### config.mk
export PLATFORM = sky130hd
export DESIGN_NAME = q31_pair_packer
export DESIGN_NICKNAME = d
export VERILOG_FILES = /design/src/rtl/q31pk_pkg.sv /design/src/rtl/q31pk_lane.sv /design/src/rtl/q31pk_datapath.sv /design/src/rtl/q31pk_control.sv /design/src/rtl/q31_pair_packer.sv
export SDC_FILE = /design/constraint.sdc
export NUM_CORES = 1
export LEC_CHECK = 0
export CORE_MARGIN = 5
export CORE_UTILIZATION = 45
export DETAILED_ROUTE_END_ITERATION = 16
export GPL_TIMING_DRIVEN = 0
export PLACE_DENSITY = 0.91
export SETUP_SLACK_MARGIN = 0.3
export SLEW_MARGIN = 40
export SYNTH_ARGS = -nofsm -noshare
export SYNTH_HDL_FRONTEND = slang
export SYNTH_HIERARCHICAL = 1
export SYNTH_SLANG_ARGS = --single-unit
export TNS_END_PERCENT = 100
### constraint.sdc
create_clock -name clk -period 2.1 [get_ports clk]
set_input_delay 0.63 -clock clk [delete_from_list [all_inputs] [get_ports clk]]
set_output_delay 0.63 -clock clk [all_outputs]
set_load 0.005 [all_outputs]
### src/rtl/q31pk_pkg.sv
package q31pk_pkg;
  // Strobes from control to datapath
  typedef struct packed {
    logic loadResult;
  } pkStrobe_t;
endpackage

### src/rtl/q31pk_lane.sv
module q31pk_lane #(
  parameter int DATA_W = 32,
  parameter int HALF_W = 16
) (
  input  logic [DATA_W-1:0] laneIn,
  output logic [HALF_W-1:0] laneOut,
  output logic              laneOvf
);
  localparam int SHIFT = DATA_W - HALF_W;
  localparam logic [DATA_W-1:0] ROUND_ADD = DATA_W'(1) << (SHIFT - 1);
  localparam logic [DATA_W-1:0] MAX_POS = {1'b0, {(DATA_W-1){1'b1}}};
  localparam logic [DATA_W-1:0] OVF_LIMIT = MAX_POS - ROUND_ADD;
  localparam logic [HALF_W-1:0] HALF_MAX = {1'b0, {(HALF_W-1){1'b1}}};

  logic [DATA_W-1:0] roundSum;

  always_comb begin
    // Only a positive constant is added, so only the positive side can overflow
    laneOvf  = $signed(laneIn) > $signed(OVF_LIMIT);
    roundSum = laneIn + ROUND_ADD;
    laneOut  = laneOvf ? HALF_MAX : roundSum[DATA_W-1 -: HALF_W];
  end
endmodule

### src/rtl/q31pk_datapath.sv
module q31pk_datapath
  import q31pk_pkg::*;
#(
  parameter int DATA_W    = 32,
  parameter int HALF_W    = 16,
  parameter int NUM_LANES = 2
) (
  input  logic                                clk,
  input  logic                                rstN,
  input  pkStrobe_t                           strobe,
  input  logic [NUM_LANES-1:0][DATA_W-1:0]    laneData,
  output logic                                anyOvf,
  output logic                                resultValid,
  output logic [NUM_LANES*HALF_W-1:0]         result
);
  localparam int RES_W = NUM_LANES * HALF_W;
  localparam logic [HALF_W-1:0] HALF_MAX = {1'b0, {(HALF_W-1){1'b1}}};

  logic [NUM_LANES-1:0]              laneOvf;
  logic [NUM_LANES-1:0][HALF_W-1:0]  laneHalf;

  for (genvar g = 0; g < NUM_LANES; g++) begin : gLane
    q31pk_lane #(.DATA_W(DATA_W), .HALF_W(HALF_W)) uLane (
      .laneIn (laneData[g]),
      .laneOut(laneHalf[g]),
      .laneOvf(laneOvf[g])
    );
  end

  assign anyOvf = |laneOvf;

  always_ff @(posedge clk or negedge rstN) begin
    if (!rstN) begin
      resultValid <= 1'b0;
      result      <= '0;
    end else begin
      resultValid <= strobe.loadResult;
      if (strobe.loadResult) result <= RES_W'(laneHalf);
    end
  end

  for (genvar g = 0; g < NUM_LANES; g++) begin : gChk

    lane_sat_chk: assert property (@(posedge clk) disable iff (!rstN)
      $past(strobe.loadResult) && $past(laneOvf[g]) |-> result[g*HALF_W +: HALF_W] == HALF_MAX);
  end


  valid_follow_chk: assert property (@(posedge clk) disable iff (!rstN)
    strobe.loadResult |=> resultValid);


  result_hold_chk: assert property (@(posedge clk) disable iff (!rstN)
    !strobe.loadResult |=> $stable(result) && !resultValid);
endmodule

### src/rtl/q31pk_control.sv
module q31pk_control
  import q31pk_pkg::*;
#(
  parameter int CTRL_W  = 32,
  parameter int OVF_BIT = 22
) (
  input  logic              clk,
  input  logic              rstN,
  input  logic              opValid,
  input  logic              anyOvf,
  input  logic              ctrlWrEn,
  input  logic [CTRL_W-1:0] ctrlWrData,
  output pkStrobe_t         strobe,
  output logic [CTRL_W-1:0] ctrlReg
);
  logic              setOvf;
  logic [CTRL_W-1:0] ctrlNext;

  always_comb begin
    strobe.loadResult = opValid;
    setOvf            = opValid && anyOvf;
    // Write applied first, then overflow sets the sticky bit on top
    ctrlNext = ctrlWrEn ? ctrlWrData : ctrlReg;
    if (setOvf) ctrlNext[OVF_BIT] = 1'b1;
  end

  always_ff @(posedge clk or negedge rstN) begin
    if (!rstN) ctrlReg <= '0;
    else       ctrlReg <= ctrlNext;
  end


  ovf_set_chk: assert property (@(posedge clk) disable iff (!rstN)
    opValid && anyOvf |=> ctrlReg[OVF_BIT]);


  sticky_chk: assert property (@(posedge clk) disable iff (!rstN)
    ctrlReg[OVF_BIT] && !ctrlWrEn |=> ctrlReg[OVF_BIT]);


  write_load_chk: assert property (@(posedge clk) disable iff (!rstN)
    ctrlWrEn && !(opValid && anyOvf) |=> ctrlReg == $past(ctrlWrData));


  no_write_chk: assert property (@(posedge clk) disable iff (!rstN)
    !ctrlWrEn && !(opValid && anyOvf) |=> $stable(ctrlReg));
endmodule

### src/rtl/q31_pair_packer.sv
module q31_pair_packer
  import q31pk_pkg::*;
#(
  parameter int DATA_W  = 32,
  parameter int HALF_W  = 16,
  parameter int CTRL_W  = 32,
  parameter int OVF_BIT = 22
) (
  input  logic              clk,
  input  logic              rstN,
  input  logic              opValid,
  input  logic [DATA_W-1:0] opA,
  input  logic [DATA_W-1:0] opB,
  input  logic              ctrlWrEn,
  input  logic [CTRL_W-1:0] ctrlWrData,
  output logic [CTRL_W-1:0] ctrlRdData,
  output logic              resultValid,
  output logic [2*HALF_W-1:0] result
);
  localparam int NUM_LANES = 2;

  pkStrobe_t                         strobe;
  logic                              anyOvf;
  logic [NUM_LANES-1:0][DATA_W-1:0]  laneData;

  // Lane 1 (upper halfword) takes the first operand
  assign laneData = {opA, opB};

  q31pk_control #(.CTRL_W(CTRL_W), .OVF_BIT(OVF_BIT)) uCtrl (
    .clk       (clk),
    .rstN      (rstN),
    .opValid   (opValid),
    .anyOvf    (anyOvf),
    .ctrlWrEn  (ctrlWrEn),
    .ctrlWrData(ctrlWrData),
    .strobe    (strobe),
    .ctrlReg   (ctrlRdData)
  );

  q31pk_datapath #(.DATA_W(DATA_W), .HALF_W(HALF_W), .NUM_LANES(NUM_LANES)) uDp (
    .clk        (clk),
    .rstN       (rstN),
    .strobe     (strobe),
    .laneData   (laneData),
    .anyOvf     (anyOvf),
    .resultValid(resultValid),
    .result     (result)
  );
endmodule

### After elaboration in Yosys (flattened, before gate mapping)

Cells that the tools add are included.

| word-level totals | value |
|---|---|
| flip-flop bits (word level) | 65 |
| output and inout port bits | 65 |
| word-level logic and storage cells | 15 |

| operators by class | value |
|---|---|
| add/subtract/negate cells | 2 |
| $lt $le $gt $ge | 2 |
| multiplexer cells | 4 |
| reduce and logical (&&, ||, !) cells | 3 |

Operator list:

| cell | number |
|---|---|
| 32-bit by 16-bit adder with 32-bit output, second input constant | 2 |
| 32-bit > comparator, second input constant | 2 |
| 16-bit 2-to-1 mux | 2 |
| 23-bit 2-to-1 mux | 1 |
| 2-bit nonzero test | 1 |
| 2-bit OR reduction | 1 |
| 1-bit logical AND | 1 |
| 1-bit 2-to-1 mux | 1 |

### Depth between registers and ports, before layout

Gate-level depths: netlist of the first run.

| logic depth | value |
|---|---|
| depth in word-level cells | 4 |
| mapped depth | 7 |
| depth with buffers taken out | 6 |

### By module

Netlist of the first run, hierarchy kept.

Modules (own cells, without submodules):

| module | times used | cells an instance | area each (µm²) | seq. area each (µm²) |
|---|---|---|---|---|
| q31pk_datapath | 1 | 70 | 1376.3 | 825.8 |
| q31pk_control | 1 | 70 | 1353.8 | 800.8 |
| q31pk_lane | 2 | 71 | 430.4 | 0.0 |

### Worst setup path after synthesis of the first run

No wires, ideal clock.

| path | value |
|---|---|
| path type | input port to flip-flop |
| from | input opA[15] |
| to | register uCtrl.ctrlReg[22] |
| setup time | 0.126 ns |
| arrival | 2.141 ns |
| data required time | 1.974 ns |
| path slack | -0.167 ns |
| stages on the path | 7 |
| buffers on the path | 1 |
| cells stage by stage | nand4b_1 -> nor4_1 -> nand3b_1 -> clkbuf_1 -> inv_1 -> or2_2 -> a221o_1 |

| between the ends | value |
|---|---|
| cells in the longest elaborated chain, start to end | 4 |
| elaborated cells between the ends (all ways) | 5 |
| classes of those cells | 1 x order compare; 1 x mux; 3 x reduce/logical |

RTL lines:

| element | RTL line | source |
|---|---|---|
| from (decl) | q31_pair_packer.sv:12 | `input logic [DATA_W-1:0] opA,` |
| 32-bit > comparator (*) | q31pk_lane.sv:19 | `laneOvf = $signed(laneIn) > $signed(OVF_LIMIT);` |
| net uDp.laneOvf[1] | q31pk_datapath.sv:19 | `logic [NUM_LANES-1:0] laneOvf;` |
| 2-bit OR reduction (*) | q31pk_datapath.sv:30 | `assign anyOvf = \|laneOvf;` |
| net anyOvf | q31_pair_packer.sv:23 | `logic anyOvf;` |
| 1-bit logical AND (*) | q31pk_control.sv:21 | `setOvf = opValid && anyOvf;` |
| 1-bit 2-to-1 mux or 2-bit nonzero test (tied branches) | -- |  |
| to (signal assigned) | q31pk_control.sv:29 | `else ctrlReg <= ctrlNext;` |
| to (decl) | q31pk_control.sv:14 | `output logic [CTRL_W-1:0] ctrlReg` |

Mark *: on every way through the listed nets, which the timed path passes. The rest lies on a longest branch.
A chain may end at the register's enable or synchronous reset.

==> out/metrics.csv, run 1 <==
stage,metric,value,unit
floorplan,core area,7770,sq um
setup_path,Top delay family on crit path,simple AND/OR/NAND/NOR gates,
power,Switching Fraction,25.3,%
run,max cap viols,0,
layout,final core occ,78.2,%
clock_tree,Max H-tree Level,3,
timing,Tmin final,2080,ps
clock_tree,CTS tree,done,
setup_path,Crit Path Category,primary input to register,
grt,vias in the first global route,3617,
floorplan,die area,9870,sq um
logic_synthesis,cell taking the most area after synthesis,dfrtp_1,
logic_synthesis,mapped cell area,3590,sq um
power,combinational fraction of design power,25.2,%
power,Net Switching,899,uW
clock_tree,CTS sink cnt,65,
grt,GR Overflow Total,0,
grt,largest net degree at the start of global routing,45,
setup_path,"Critical Path, Cell by Cell",buf_8 > nand4_1 > buf_4 > or4_4 > o21ai_0 > a21boi_2 > mux2_4,
timing,Setup TNS,0,ps
floorplan,Die W,99.3,um
route,DRC viols,0,
placement,DP Cell Count,548,
logic_synthesis,"Seq/Total Area, Yosys",45.3,%
power,Power Dens Cells,585,nW/um^2
run_status,status,"finished, final reports clean",
layout,share of layout cells above drive strength 1,48.6,%
route,Via-to-Cell Ratio,5.23,
clock_tree,CTS root buf,clkbuf_8,
floorplan,I/O Pins,165,
logic_synthesis,Mean Syn Cell Area,12.7,sq um
placement,hpwl dp,7.97,mm
logic_synthesis,largest cells by area after synthesis,"dfrtp_1 45%, mux2_4 25%, xnor2_1 4.4%",
logic_synthesis,#FFs+latches synth,65,
timing,Hold Fails Final Rpt,0,
timing,slew margin rel.,72.6,%
route,antenna-violating nets left,0,
layout,Area Growth Syn to Fin,69.1,%
setup_path,Crit path largest cell delay,490,ps
route,Vias,3212,
clock_tree,Clock Latency Late Sink,330,ps
layout,"Net count, final",609,
timing,Clock Skews,0,ps
route,WL final,11.7,mm
timing,Worst-Margin Slew,407,ps
setup_path,crit path max-delay cell type,or4_4,
power,worst vdd ir,384,uV
setup_path,Worst Path Required,2320,ps
timing,RSZ-0062 raised after global routing,yes,
route,WL per Instance,19.1,um
timing,# setup viols final,0,
clock_tree,Worst-path clk slew,80,ps
grt,first-pass GRT wire length,17.7,mm
setup_path,worst setup path start,opA[23],
hold_path,HP Class,primary input to async pin,
clock_tree,Num CTS Buffers,9,
setup_path,CP Max Fanout,3,
setup_path,worst path buffer plus inverter count,2,
setup_path,startpoint types,primary input,
setup_path,CP arrival,2300,ps
layout,Fillers,494,
floorplan,FP Rows,32,
power,design internal power,2.65,mW
power,Clock power frac,33.7,%
floorplan,Initial Utilization,46.2,%
placement,"worst slack, placed",-752,ps
power,Leakage,2.89,nW
logic_synthesis,Synth Instances,282,
logic_synthesis,Synth warnings,6,
route,DRT Pass-1 Iters,4,
clock_tree,clock buffer depth,2,
floorplan,DIE HEIGHT,99.3,um
timing,Max Fclk,481,MHz
placement,gp weighted congestion,0.932,
route,DR iter-0 viols,66,
placement,port bufs,163,
timing,Final Cycle Share,99.0,%
logic_synthesis,Synth top area share,45.3,%
timing,Max Slew Vio Count,0,
grt,Total GRT Usage,22.6,%
layout,post-route insts no fill,614,
setup_path,worst flop-to-flop path startpoint,uDp/result[2]$_DFFE_PN0P_,
timing,Final Worst Setup Slack,20.3,ps
setup_path,CP endpoint kind,register,
power,part of the power in registers,41.1,%
logic_synthesis,Mapped Nets,384,
logic_synthesis,"Distinct cells, synth",34,
grt,initial antenna violation count,0,
layout,diode count,0,
[per-stage QoR]
stage | cell area, sq um | hold slack [ps] | total power, mW
after floorplan | 3680 | 334 | 1.83
after global placement | 5440 | 489 | 2.37
after detailed placement | 5450 | 492 | 2.41
after CTS | 5950 | 162 | 3.54
after global routing | 6070 | 178 | 3.71
final | 6070 | 168 | 3.55
[logic make-up (layout without fill, tap and decap cells)]
group	count (synthesis)	after routing	synth area share [%]
buf+inv	19	249	5.23
fa+ha+maj	2	2	0.697
xor+xnor	22	22	5.37
simple gates	96	96	14.8
compound gates	15	15	2.65
flops	65	65	45.3
mux	63	63	25.9
[area by class of cell]
type | instances | area (sq um) | share of cell area [%]
Buffer | 11 | 178 | 2.93
Inverter | 8 | 30.0 | 0.495
Clock inverter | 6 | 88.8 | 1.46
Clock buffer | 10 | 138 | 2.27
Timing Repair Buffer | 214 | 1820 | 30.0
Multi-Input combinational cell | 198 | 2060 | 34.0
Sequential cell | 65 | 1630 | 26.8
Tap cell | 102 | 128 | 2.10
[sequential cells by signal (all words and copies together), names as in the netlist]
signal,flops
uCtrl/ctrlReg,32
uDp/resultValid,1
uDp/result,32
[cell usage after synthesis]
cell,n
a21boi_0,2
a21boi_1,2
a21oi_1,4
a221o_1,1
a31oi_1,4
and3_1,2
buf_12,6
buf_4,1
buf_6,2
clkbuf_1,2
dfrtp_1,65
ha_1,2
inv_1,8
mux2_2,4
mux2_4,59
nand2_1,28
nand2b_1,4
nand3_1,10
nand3b_1,2
nand4_1,10
nand4_4,2
nand4b_1,2
nor2_1,14
nor2b_1,1
nor3_1,8
nor4_1,4
nor4_2,2
o21ai_0,2
or2_2,1
or3_1,2
or4_1,2
or4b_2,2
xnor2_1,18
xor2_1,4
[power groups by stage]
stage	sequential, mW	combinational (mW)	clock (mW)
floorplan	1.49	0.340	0
global placement	1.48	0.898	0
detailed placement	1.49	0.928	0
CTS	1.46	0.868	1.22
global route	1.48	0.952	1.28
finish	1.46	0.897	1.20
[layout by cell type, fill, tap and decap left out, types with 5 or more instances in the layout]
| cell type | synthesis | final |
|---|---|---|
| nand4_1 | 10 | 10 |
| nand2_1 | 28 | 9 |
| clkbuf_2 | 0 | 16 |
| buf_2 | 0 | 22 |
| nand2_2 | 0 | 14 |
| buf_6 | 2 | 15 |
| nor2_1 | 14 | 12 |
| buf_12 | 6 | 8 |
| dfrtp_1 | 65 | 65 |
| mux2_4 | 59 | 61 |
| buf_8 | 0 | 6 |
| dlygate4sd2_1 | 0 | 67 |
| nor3_1 | 8 | 7 |
| nand2_4 | 0 | 5 |
| buf_4 | 1 | 47 |
| nand3_1 | 10 | 6 |
| xnor2_1 | 18 | 16 |
| clkdlybuf4s50_1 | 0 | 35 |
| clkbuf_8 | 0 | 12 |
[timing repair]
item	4_1_cts	5_1_grt
pin swaps	31	22
endpoints found under the setup margin	98	32
cloned	1	0
buffers inserted	44	5
resized for setup	284	72
hold buffers	0	0
[worst paths after layout]
kind	endpoint	slack (ps)	cells after the start
max	uDp/result[31]$_DFFE_PN0P_	20	7
min	uCtrl/ctrlReg[15]$_DFFE_PN0P_	170	1
max reg2reg	uDp/result[2]$_DFFE_PN0P_	1190	2
min reg2reg	uCtrl/ctrlReg[6]$_DFFE_PN0P_	510	1
max in group asynchronous	uDp/result[14]$_DFFE_PN0P_	1390	2
min in group clk	uCtrl/ctrlReg[6]$_DFFE_PN0P_	510	1
[worst register-to-register path, stage by stage (launching register included)]
cell     delay, ps
dfrtp_1        400
buf_4          140
mux2_4         260
[metal layers]
| layer | vias to the layer above | track usage, % | share of wire (%) |
|---|---|---|---|
| met1 | 1557 | 23.5 | 36 |
| met3 | 37 | 4.98 | 6.3 |
| met5 | - | 0 | 0 |
| met2 | 167 | 43.6 | 55 |
| met4 | 0 | 8.61 | 3.0 |
| li1 | 1451 | - | - |
Note: power is estimated with default switching activity, not from simulation.
==> run 2: changes to the inputs <==
--- a/config.mk
+++ b/config.mk
@@ -5,13 +5,12 @@
 export SDC_FILE = /design/constraint.sdc
 export NUM_CORES = 1
 export LEC_CHECK = 0
-export CORE_MARGIN = 5
-export CORE_UTILIZATION = 45
+export CORE_MARGIN = 2
+export CORE_UTILIZATION = 38
 export DETAILED_ROUTE_END_ITERATION = 16
 export GPL_TIMING_DRIVEN = 0
-export PLACE_DENSITY = 0.91
+export PLACE_DENSITY = 0.83
 export SETUP_SLACK_MARGIN = 0.3
-export SLEW_MARGIN = 40
 export SYNTH_ARGS = -nofsm -noshare
 export SYNTH_HDL_FRONTEND = slang
 export SYNTH_HIERARCHICAL = 1
==> constraint.sdc (replaced) <==
create_clock -name clk -period 1.8 [get_ports clk]
set_input_delay 0.54 -clock clk [delete_from_list [all_inputs] [get_ports clk]]
set_output_delay 0.54 -clock clk [all_outputs]
set_load 0.005 [all_outputs]
==> run 2 against run 1 <==
The run now ends with negative setup slack left. Flip-flop and latch count did not move. Register-to-register slack got worse by 400 ps. Sequential share of layout area fell by 1.4 points. Hold slack improved by 120 ps. Critical path depth rose by 1. Global-route usage fell by 0.82 points. Power rose by 12%. Routed wire length fell by 1.3%. Clock power fell by 9%. Sequential power rose by 16%. Count of clock-buffer cells in the layout did not move. Critical path type unchanged. Highest routed layer unchanged.
==> out/metrics.csv, run 2 (synthesis gave the netlist of run 1 again) <==
stage,metric,value,unit
run_status,status,"complete, but fails checks",
run_status,violated checks,negative setup slack,
floorplan,Die W,101,um
clock_tree,CTS tree,done,
timing,Tmin final,1850,ps
timing,Fin Hold WS,291,ps
floorplan,I/O Pins,165,
placement,gp weighted congestion,0.852,
setup_path,reg2reg setup slack,790,ps
timing,# setup viols final,9,
grt,initial antenna violation count,0,
route,DRT Pass-1 Iters,4,
timing,Worst-Margin Slew,803,ps
route,Vias,3331,
setup_path,Reg2Reg Depth,3,
grt,first-pass GRT wire length,17.3,mm
placement,hpwl dp,7.07,mm
placement,port bufs,163,
setup_path,worst path buffer plus inverter count,3,
setup_path,crit path max-delay cell type,nor4_4,
clock_tree,clock buffer depth,2,
route,DRC viols,0,
layout,diode count,0,
setup_path,r2r endpoint,uDp/result[23]$_DFFE_PN0P_,
clock_tree,CTS root buf,clkbuf_8,
timing,Max Fclk,540,MHz
setup_path,CP endpoint kind,register,
clock_tree,Max H-tree Level,3,
setup_path,CP Max Fanout,3,
setup_path,Crit path largest cell delay,340,ps
floorplan,core area,9200,sq um
setup_path,Top delay family on crit path,simple AND/OR/NAND/NOR gates,
floorplan,DIE HEIGHT,101,um
timing,RSZ-0062 raised after global routing,yes,
placement,"worst slack, placed",-940,ps
setup_path,startpoint types,primary input,
clock_tree,Clock Latency Late Sink,330,ps
floorplan,FP Rows,35,
setup_path,Crit Path Category,primary input to register,
timing,Final Worst Setup Slack,-52.4,ps
grt,vias in the first global route,3648,
clock_tree,Num CTS Buffers,9,
route,WL final,11.6,mm
timing,Clock Skews,0,ps
layout,most frequent cells in the layout,"75 x buf_4, 65 x dfrtp_1, 60 x mux2_4",
route,WL per Instance,17.3,um
route,Via-to-Cell Ratio,4.99,
floorplan,die area,10200,sq um
grt,largest net degree at the start of global routing,66,
clock_tree,CTS hold repair buffers,0,
setup_path,Worst Path Required,2020,ps
clock_tree,Worst-path clk slew,70,ps
setup_path,worst flop-to-flop path startpoint,uDp/result[23]$_DFFE_PN0P_,
layout,Area Growth Syn to Fin,78.3,%
setup_path,CP arrival,2070,ps
power,Leakage,3.11,nW
run,max cap viols,0,
setup_path,"Critical Path, Cell by Cell",buf_6 > nand4_1 > nor4_4 > nand3b_1 > clkbuf_8 > inv_2 > or2_4 > a221o_1,
timing,Max Slew Vio Count,0,
layout,Fillers,650,
power,Power Dens Cells,619,nW/um^2
layout,"most common cell after layout, fill and taps aside",buf_4,
layout,"Net count, final",654,
floorplan,Initial Utilization,39.0,%
route,DR iter-0 viols,86,
grt,Total GRT Usage,21.8,%
hold_path,HP Class,primary input to async pin,
layout,Largest regs,"uCtrl/ctrlReg x32, uDp/result x32, uDp/resultValid x1",
timing,Final Cycle Share,103,%
layout,share of layout cells above drive strength 1,63.4,%
timing,slew margin rel.,46.5,%
power,worst vdd ir,290,uV
clock_tree,CTS sink cnt,65,
grt,GR Overflow Total,0,
timing,Hold Fails Final Rpt,0,
route,antenna-violating nets left,0,
run 2: cell type report:
cell class	instances	area, sq um	area share (%)
well taps	111	139	2.17
inverters	8	30.0	0.469
clock buffers	10	128	1.99
repair buffers	259	2170	33.8
clock inverters	6	43.8	0.684
multi-input cells	198	2080	32.5
flip-flops and latches	65	1630	25.4
plain buffers	11	190	2.97
run 2: worst max-delay path by stage:
stage	from	end	slack [ps]	depth (start not counted)
floorplan	opA[6]	uCtrl/ctrlReg[22]$_DFFE_PN0P_	-190	7
global placement	rstN	uDp/result[0]$_DFFE_PN0P_	-1880	1
detailed placement	opB[15]	uCtrl/ctrlReg[22]$_DFFE_PN0P_	-940	8
CTS	opB[15]	uCtrl/ctrlReg[22]$_DFFE_PN0P_	2	8
global route	opA[1]	uCtrl/ctrlReg[22]$_DFFE_PN0P_	-80	8
finish	opA[1]	uCtrl/ctrlReg[22]$_DFFE_PN0P_	-50	8
run 2: per-stage QoR:
step / utilization [%] / total power, mW / instance area [sq um] / std cells / setup TNS [ps]
3_3_place_gp: 59.5 / 2.77 / 5470 / 556 / -142430
2_1_floorplan: - / 2.13 / 3700 / 282 / -375
6_report: 69.6 / 3.96 / 6400 / 668 / -306
4_1_cts: 68.1 / 3.96 / 6260 / 650 / 0
5_1_grt: 69.6 / 4.18 / 6400 / 668 / -535
3_5_place_dp: 59.5 / 2.80 / 5470 / 556 / -21890
run 2: report_power, final:
group / total, mW / switching (mW) / internal [mW]
clock: 1.09 / 0.581 / 0.504
combinational: 1.18 / 0.410 / 0.766
sequential: 1.70 / 0.0879 / 1.61
total: 3.96 / 1.08 / 2.88
run 2: repair_timing:
| action | CTS | global route |
|---|---|---|
| resized for setup | 418 | 113 |
| cloned | 4 | 0 |
| pin swaps | 38 | 27 |
| buffers inserted | 74 | 18 |
| endpoints found under the setup margin | 98 | 79 |
run 2: worst register-to-register path, delay by kind of cell, from the launching register on:
family,cells,cell delay [ps]
buffers and inverters,2,260
flip-flops,1,390
multiplexers,1,260
run 2: per-layer routing:
layer  vias to the layer above  wire length, um  track usage (%)
met5                         -                0                0
met4                         0              281             7.69
met3                        30              723             5.59
met2                       160             6220             40.3
met1                      1596             4350             24.0
li1                       1545                -                -
